### src/rtl/mp_pkg.sv
package mp_pkg;

    localparam int WORD_SHIFT = 2;
    localparam int BYTE_W     = 8;

    typedef enum logic [1:0] {
        DOP_IDLE  = 2'd0,
        DOP_READ  = 2'd1,
        DOP_WRITE = 2'd2
    } dop_e;

    typedef struct packed {
        logic rd;
        logic wr;
        logic fetch;
    } req_t;

    // write has precedence over read; reset suppresses everything
    function automatic dop_e decode_dop(input req_t r, input logic in_reset);
        if (in_reset)  return DOP_IDLE;
        if (r.wr)      return DOP_WRITE;
        if (r.rd)      return DOP_READ;
        return DOP_IDLE;
    endfunction

endpackage

### src/rtl/mp_addr_regs.sv
module mp_addr_regs #(
    parameter int DW = 32,
    parameter int AW = 8,
    parameter int WAW = AW - 2
) (
    input  logic           clk,
    input  logic           rst,
    input  logic [DW-1:0]  cbus_in,
    input  logic           mar_we,
    input  logic           pc_we,
    output logic [WAW-1:0] mar_q,
    output logic [AW-1:0]  pc_q
);

    always_ff @(posedge clk) begin
        if (rst) begin
            mar_q <= '0;
            pc_q  <= '0;
        end else begin
            if (mar_we) mar_q <= cbus_in[WAW-1:0];
            if (pc_we)  pc_q  <= cbus_in[AW-1:0];
        end
    end

endmodule

### src/rtl/mp_track_pipe.sv
module mp_track_pipe #(
    parameter int STAGES = 1
) (
    input  logic clk,
    input  logic rst,
    input  logic issue,
    output logic land
);

    logic [STAGES-1:0] stage_q;

    generate
        for (genvar i = 0; i < STAGES; i++) begin : g_stage
            if (i == 0) begin : g_head
                always_ff @(posedge clk) begin
                    if (rst) stage_q[0] <= 1'b0;
                    else     stage_q[0] <= issue;
                end
            end else begin : g_body
                always_ff @(posedge clk) begin
                    if (rst) stage_q[i] <= 1'b0;
                    else     stage_q[i] <= stage_q[i-1];
                end
            end
        end
    endgenerate

    assign land = stage_q[STAGES-1];

endmodule

### src/rtl/mp_dest_reg.sv
module mp_dest_reg #(
    parameter int W = 32,
    parameter bit HAS_LOCAL = 1'b1
) (
    input  logic         clk,
    input  logic         rst,
    input  logic         land,
    input  logic [W-1:0] land_data,
    input  logic         local_we,
    input  logic [W-1:0] local_data,
    output logic [W-1:0] q
);

    logic         take_local;
    logic [W-1:0] nxt;

    generate
        if (HAS_LOCAL) begin : g_local
            assign take_local = local_we;
        end else begin : g_nolocal
            assign take_local = 1'b0;
        end
    endgenerate

    // memory result has priority over the datapath load
    always_comb begin
        nxt = q;
        if (land)            nxt = land_data;
        else if (take_local) nxt = local_data;
    end

    always_ff @(posedge clk) begin
        if (rst) q <= '0;
        else     q <= nxt;
    end

endmodule

### src/rtl/wb_mem_port.sv
module wb_mem_port
    import mp_pkg::*;
#(
    parameter int DW      = 32,
    parameter int AW      = 8,
    parameter int MEM_LAT = 1
) (
    input  logic                     clk,
    input  logic                     rst,
    input  logic [DW-1:0]            cbus_in,
    input  logic                     mar_we,
    input  logic                     mdr_we,
    input  logic                     pc_we,
    input  logic                     rd_req,
    input  logic                     wr_req,
    input  logic                     fetch_req,
    output logic [AW-WORD_SHIFT-1:0] mar_q,
    output logic [DW-1:0]            mdr_q,
    output logic [AW-1:0]            pc_q,
    output logic [BYTE_W-1:0]        mbr_q,
    output logic [AW-1:0]            dmem_addr,
    output logic                     dmem_rd,
    output logic                     dmem_wr,
    output logic [DW-1:0]            dmem_wdata,
    input  logic [DW-1:0]            dmem_rdata,
    output logic [AW-1:0]            imem_addr,
    output logic                     imem_rd,
    input  logic [BYTE_W-1:0]        imem_rdata
);

    localparam int WAW = AW - WORD_SHIFT;

    req_t req;
    dop_e dop;
    logic d_land;
    logic i_land;

    assign req.rd    = rd_req;
    assign req.wr    = wr_req;
    assign req.fetch = fetch_req;
    assign dop       = decode_dop(req, rst);

    mp_addr_regs #(.DW(DW), .AW(AW), .WAW(WAW)) u_addr (
        .clk    (clk),
        .rst    (rst),
        .cbus_in(cbus_in),
        .mar_we (mar_we),
        .pc_we  (pc_we),
        .mar_q  (mar_q),
        .pc_q   (pc_q)
    );

    // data port request, combinational in the issuing cycle
    assign dmem_rd    = (dop == DOP_READ);
    assign dmem_wr    = (dop == DOP_WRITE);
    assign dmem_addr  = {mar_q, {WORD_SHIFT{1'b0}}};
    assign dmem_wdata = mdr_q;

    // fetch port request
    assign imem_rd   = req.fetch & ~rst;
    assign imem_addr = pc_q;

    mp_track_pipe #(.STAGES(MEM_LAT)) u_dtrk (
        .clk  (clk),
        .rst  (rst),
        .issue(dmem_rd),
        .land (d_land)
    );

    mp_track_pipe #(.STAGES(MEM_LAT)) u_itrk (
        .clk  (clk),
        .rst  (rst),
        .issue(imem_rd),
        .land (i_land)
    );

    mp_dest_reg #(.W(DW), .HAS_LOCAL(1'b1)) u_mdr (
        .clk       (clk),
        .rst       (rst),
        .land      (d_land),
        .land_data (dmem_rdata),
        .local_we  (mdr_we),
        .local_data(cbus_in),
        .q         (mdr_q)
    );

    mp_dest_reg #(.W(BYTE_W), .HAS_LOCAL(1'b0)) u_mbr (
        .clk       (clk),
        .rst       (rst),
        .land      (i_land),
        .land_data (imem_rdata),
        .local_we  (1'b0),
        .local_data('0),
        .q         (mbr_q)
    );

endmodule

### config.mk
export PLATFORM = sky130hd
export DESIGN_NAME = wb_mem_port
export DESIGN_NICKNAME = d
export VERILOG_FILES = /design/src/rtl/mp_pkg.sv /design/src/rtl/mp_addr_regs.sv /design/src/rtl/mp_track_pipe.sv /design/src/rtl/mp_dest_reg.sv /design/src/rtl/wb_mem_port.sv
export SDC_FILE = /design/constraint.sdc
export NUM_CORES = 1
export LEC_CHECK = 0
export BUFFER_PORTS_ARGS = -buffer_cell sky130_fd_sc_hd__buf_2
export CORE_UTILIZATION = 45
export DETAILED_ROUTE_END_ITERATION = 10
export PLACE_DENSITY = 0.86
export REMOVE_ABC_BUFFERS = 1
export SKIP_LAST_GASP = 1
export SLEW_MARGIN = 40
export SYNTH_ARGS = -nofsm -noshare
export SYNTH_HDL_FRONTEND = slang
export SYNTH_SLANG_ARGS = --single-unit
### constraint.sdc
create_clock -name clk -period 2.5 [get_ports clk]
set_input_delay 0.375 -clock clk [delete_from_list [all_inputs] [get_ports clk]]
set_output_delay 0.375 -clock clk [all_outputs]
set_load 0.02 [all_outputs]
==> qor.csv, run 1 <==
metric,value,unit
outcome,"complete, no violations",
antenna_found_initial,0,
grt_setup_unrepaired,no,
vias,2274,
clock_path_buffers,2,
syn_area_per_cell,10.1,sq um
final_nets,478,
initial_core_util,0.480,
synth_cells,271,
dp_hpwl,4540,um
tns,0,ns
wl_per_cell,12.8,um
ir_worst_vdd,0.294,mV
final_cells,471,
crit_arrival,1.00,ns
clock_skew,0.00467,ns
p_per_area,606,nW/um^2
power,2.04,mW
yosys_warnings,0,
final_common_cell,buf_2,
yosysUniqueCellTypes,13,
critPathCaptureType,primary output,
yosys.area.top_type,dfxtp_1,
clock.fmax,728,MHz
final-setup-viol-count,0,
overflow,0,
start_kind,input port,
dieWidth,79.8,um
syn_area,2720,sq um
core.rowCount,27,
drtIter0Drc,58,
final_antenna_net_count,0,
ios,185,
final_core_util,0.595,
synth_seq_area_share,0.412,
core-area,5680,sq um
fp.dieH,79.8,um
gp_congestion,0.756,
worstPathMaxFanout,15,
cts.htree.levels,2,
grt_usage,0.184,
vias_per_cell,4.83,
ys_seq_elements,56,
grt_pass1_wl,9120,um
min_period_over_period,0.549,
cap_violations,0,
dieArea,6370,sq um
drive_gt1_frac,0.486,
final-max-slew-violation-count,0,
drc_errors,0,
yosys-top-cells-area,"dfxtp_1 41%, mux2i_1 20%, buf_4 13%, a211oi_1 8.8%, nor2b_1 8.0%",
totalWireLength,6020,um
port_buffers,182,
leakagePower,1.83,nW
grt_start_max_net_pins,35,
drtPass1Iterations,4,
hold_class,input port to register,
required,2.12,ns
cts.repair.resized,0,
hold_viol,0,
postCtsSetupRepairBufs,0,
synth_top_area_frac,0.412,
cts_tree,yes,
min_period,1.37,ns
worstPathCellList,buf_2 -> nor3b_1 -> buf_2,
n_antenna_cell,0,
numCtsBuffers,5,
place_inst,463,
clock_sinks,56,
holdBufCountCts,0,
tightest_slew,0.556,ns
first_global_vias,2014,
slowest_stage,nor3b_1,
critPathKind,input port to primary output,
clock_latency,0.30,ns
slowest_delay,0.22,ns
cts_root_buf,clkbuf_8,
path_clk_slew,0.09,ns
area_growth,23.9,%
final_cell_mix,"182 x buf_2, 56 x dfxtp_1, 54 x mux2i_1",
cp_common_cell,buf_2,
slew_headroom,0.629,
whs,0.249,ns
## layout make-up
type                    instances  area (sq um)
repair buffers                187           948
well taps                      72          90.1
inverters                       1          3.75
clock inverters                 2          35.0
clock buffers                   6          72.6
multi-input cells             147          1100
flip-flops and latches         56          1120
fillers                       515          2300
## cells by family after synthesis
group / after synthesis / share of synthesized area
simple gates: 59 / 0.116
mux: 54 / 0.198
flops: 56 / 0.412
other cells: 1 / 0.00138
compound gates: 32 / 0.0882
buf+inv: 69 / 0.184
## power breakdown
group	internal, mW	switching, mW	total (mW)
clock	0.298	0.270	0.567
sequential	0.954	0.0445	0.998
combinational	0.195	0.285	0.479
total	1.45	0.599	2.04
## synthesized netlist by cell type
master,n
buf_2,5
nor2_1,22
buf_6,1
buf_12,3
buf_4,48
mux2i_1,54
a211oi_1,32
conb_1,1
nor3b_1,2
inv_1,1
nor2b_1,35
dfxtp_1,56
clkbuf_1,11
## critical path, delay by kind of cell
kind                   cells  cell delay, ns
buffers and inverters      2            0.40
AND/OR/NAND/NOR            1            0.22
## per-stage QoR
step / instance area, sq um / setup WS (ns)
floorplan: 2230 / 1.08
global placement: 3270 / 1.09
detailed placement: 3270 / 1.01
CTS: 3380 / 1.10
global route: 3380 / 1.03
finish: 3380 / 1.13
## metal layers
metal	track usage	up-vias	wire [um]
met5	0	-	0
met4	0.0643	0	68
met3	0.0343	8	468
met2	0.344	120	2990
met1	0.204	1023	2500
li1	-	1123	-
## state kept, by name, indices dropped and copies added (netlist names)
signal / cells
u_addr.pc_q: 8
u_addr.mar_q: 6
u_itrk.land: 1
u_mdr.q: 32
u_dtrk.land: 1
u_mbr.q: 8
## path summary, 6_finish.rpt
kind                                 from                       to  slack [ns]  depth (start not counted)
setup / recovery                      rst                  dmem_rd        1.13                          3
hold / removal                     wr_req   u_dtrk.land$_SDFF_PP0_        0.25                          2
setup reg to reg   u_dtrk.land$_SDFF_PP0_  u_mdr.q[9]$_SDFFE_PP0P_        1.22                          3
hold reg to reg   u_mbr.q[0]$_SDFFE_PP0P_  u_mbr.q[0]$_SDFFE_PP0P_        0.50                          2
Power figures use the tool's default switching activity.
==> inputs of run 2 (changes only) <==
Settings changed: CORE_UTILIZATION 45 to 38, PLACE_DENSITY 0.86 to 0.77.
Clock period 2.5 ns to 1.19 ns, I/O delays scaled along.
==> qor.csv, run 2 (same netlist as run 1, synthesis figures left out) <==
metric,value,unit
critPathCaptureType,primary output,
core.rowCount,30,
start_kind,register,
cap_violations,0,
numCtsBuffers,5,
p_per_area,1220,nW/um^2
postCtsSetupRepairBufs,0,
min_period,1.04,ns
final-setup-viol-count,0,
final_nets,481,
grt_start_max_net_pins,33,
required,1.01,ns
top_regs,"u_mdr.q x32, u_addr.pc_q x8, u_mbr.q x8",
antenna_found_initial,0,
port_buffers,182,
setup_slack,0.146,ns
ir_worst_vdd,0.450,mV
worstRegToRegCells,2,
fp.dieH,86.7,um
drtIter0Drc,45,
final_antenna_net_count,0,
worstPathMaxFanout,3,
post-place-ws,0.167,ns
grt_pass1_wl,9330,um
crit_arrival,0.87,ns
initial_core_util,0.397,
clock.fmax,957,MHz
clock_skew,0.00764,ns
slowest_stage,dfxtp_1,
overflow,0,
wl_per_cell,12.1,um
drc_errors,0,
hold_viol,0,
totalWireLength,6020,um
first_global_vias,2093,
highest_layer,met4,
core-area,6870,sq um
top_register,u_mdr.q,
final_common_cell,buf_2,
worst-path-buf-inv,1,
drtPass1Iterations,4,
whs,0.0614,ns
n_antenna_cell,0,
final_cell_mix,"182 x buf_2, 56 x dfxtp_1, 54 x mux2i_1",
leakagePower,1.85,nW
cts_root_buf,clkbuf_8,
wl_met2,3020,um
critPathKind,register to primary output,
ios,185,
power,4.20,mW
dieArea,7510,sq um
largest_reg_flops,32,
clock_path_buffers,2,
grt_setup_unrepaired,no,
cts_tree,yes,
clock_sinks,56,
gp_congestion,0.717,
wl_met1,2590,um
grt_usage,0.159,
dp_hpwl,4570,um
holdBufCountCts,0,
min_period_over_period,0.878,
slowest_delay,0.38,ns
vias_per_cell,4.54,
dr_wl_met3,340,um
hold_class,input port to register,
cts.htree.levels,2,
tns,0,ns
crit_cells,1,
dieWidth,86.7,um
area_growth,26.9,%
drive_gt1_frac,0.493,
cts.repair.resized,0,
worstPathCellList,buf_2,
min_path_cells,2,
path_clk_slew,0.10,ns
crit_family,flip-flops,
vias,2263,
final-max-slew-violation-count,0,
clock_latency,0.30,ns
outcome,"complete, no violations",
run 2: cell count changes in the layout (fill, tap and decap cells not counted):
| cell | delta |
|---|---|
| buf_12 | +3 |
| bufinv_16 | -1 |
| clkbuf_1 | -1 |
| clkinvlp_4 | +2 |
| clkinv_2 | -1 |
| clkbuf_8 | +1 |
run 2: report_power, final:
part | switching [mW] | total, mW | internal (mW)
clock | 0.604 | 1.08 | 0.472
sequential | 0.0893 | 2.09 | 2.00
combinational | 0.603 | 1.03 | 0.427
total | 1.30 | 4.20 | 2.90
run 2: layer usage:
| metal | track usage | vias up |
|---|---|---|
| li1 | - | 1128 |
| met4 | 0.0455 | 0 |
| met5 | 0 | - |
| met2 | 0.297 | 100 |
| met3 | 0.0362 | 6 |
| met1 | 0.179 | 1029 |
run 2: path summary, 6_finish.rpt:
kind         slack, ns                          from                      end
min               0.06                        wr_req   u_dtrk.land$_SDFF_PP0_
max reg2reg       0.16        u_itrk.land$_SDFF_PP0_  u_mbr.q[0]$_SDFFE_PP0P_
min reg2reg       0.50       u_mbr.q[2]$_SDFFE_PP0P_  u_mbr.q[2]$_SDFFE_PP0P_
max               0.15  u_addr.mar_q[0]$_SDFFE_PP0P_             dmem_addr[2]
run 2: cell type report:
| type | instances | area (sq um) |
|---|---|---|
| tap | 96 | 120 |
| sequential | 56 | 1120 |
| clock inverter | 2 | 15.0 |
| fill | 662 | 3410 |
| timing repair buffer | 190 | 1010 |
| clock buffer | 6 | 82.6 |
| inverter | 1 | 3.75 |
| multi-input combinational | 147 | 1100 |
run 2: through the flow:
| step | cell area, sq um | util | instances |
|---|---|---|---|
| 3_5_place_dp | 3360 | 0.489 | 490 |
| 3_3_place_gp | 3360 | 0.489 | 490 |
| 4_1_cts | 3460 | 0.503 | 498 |
| 6_report | 3460 | 0.503 | 498 |
| 2_1_floorplan | 2230 | - | 204 |
| 5_1_grt | 3460 | 0.503 | 498 |
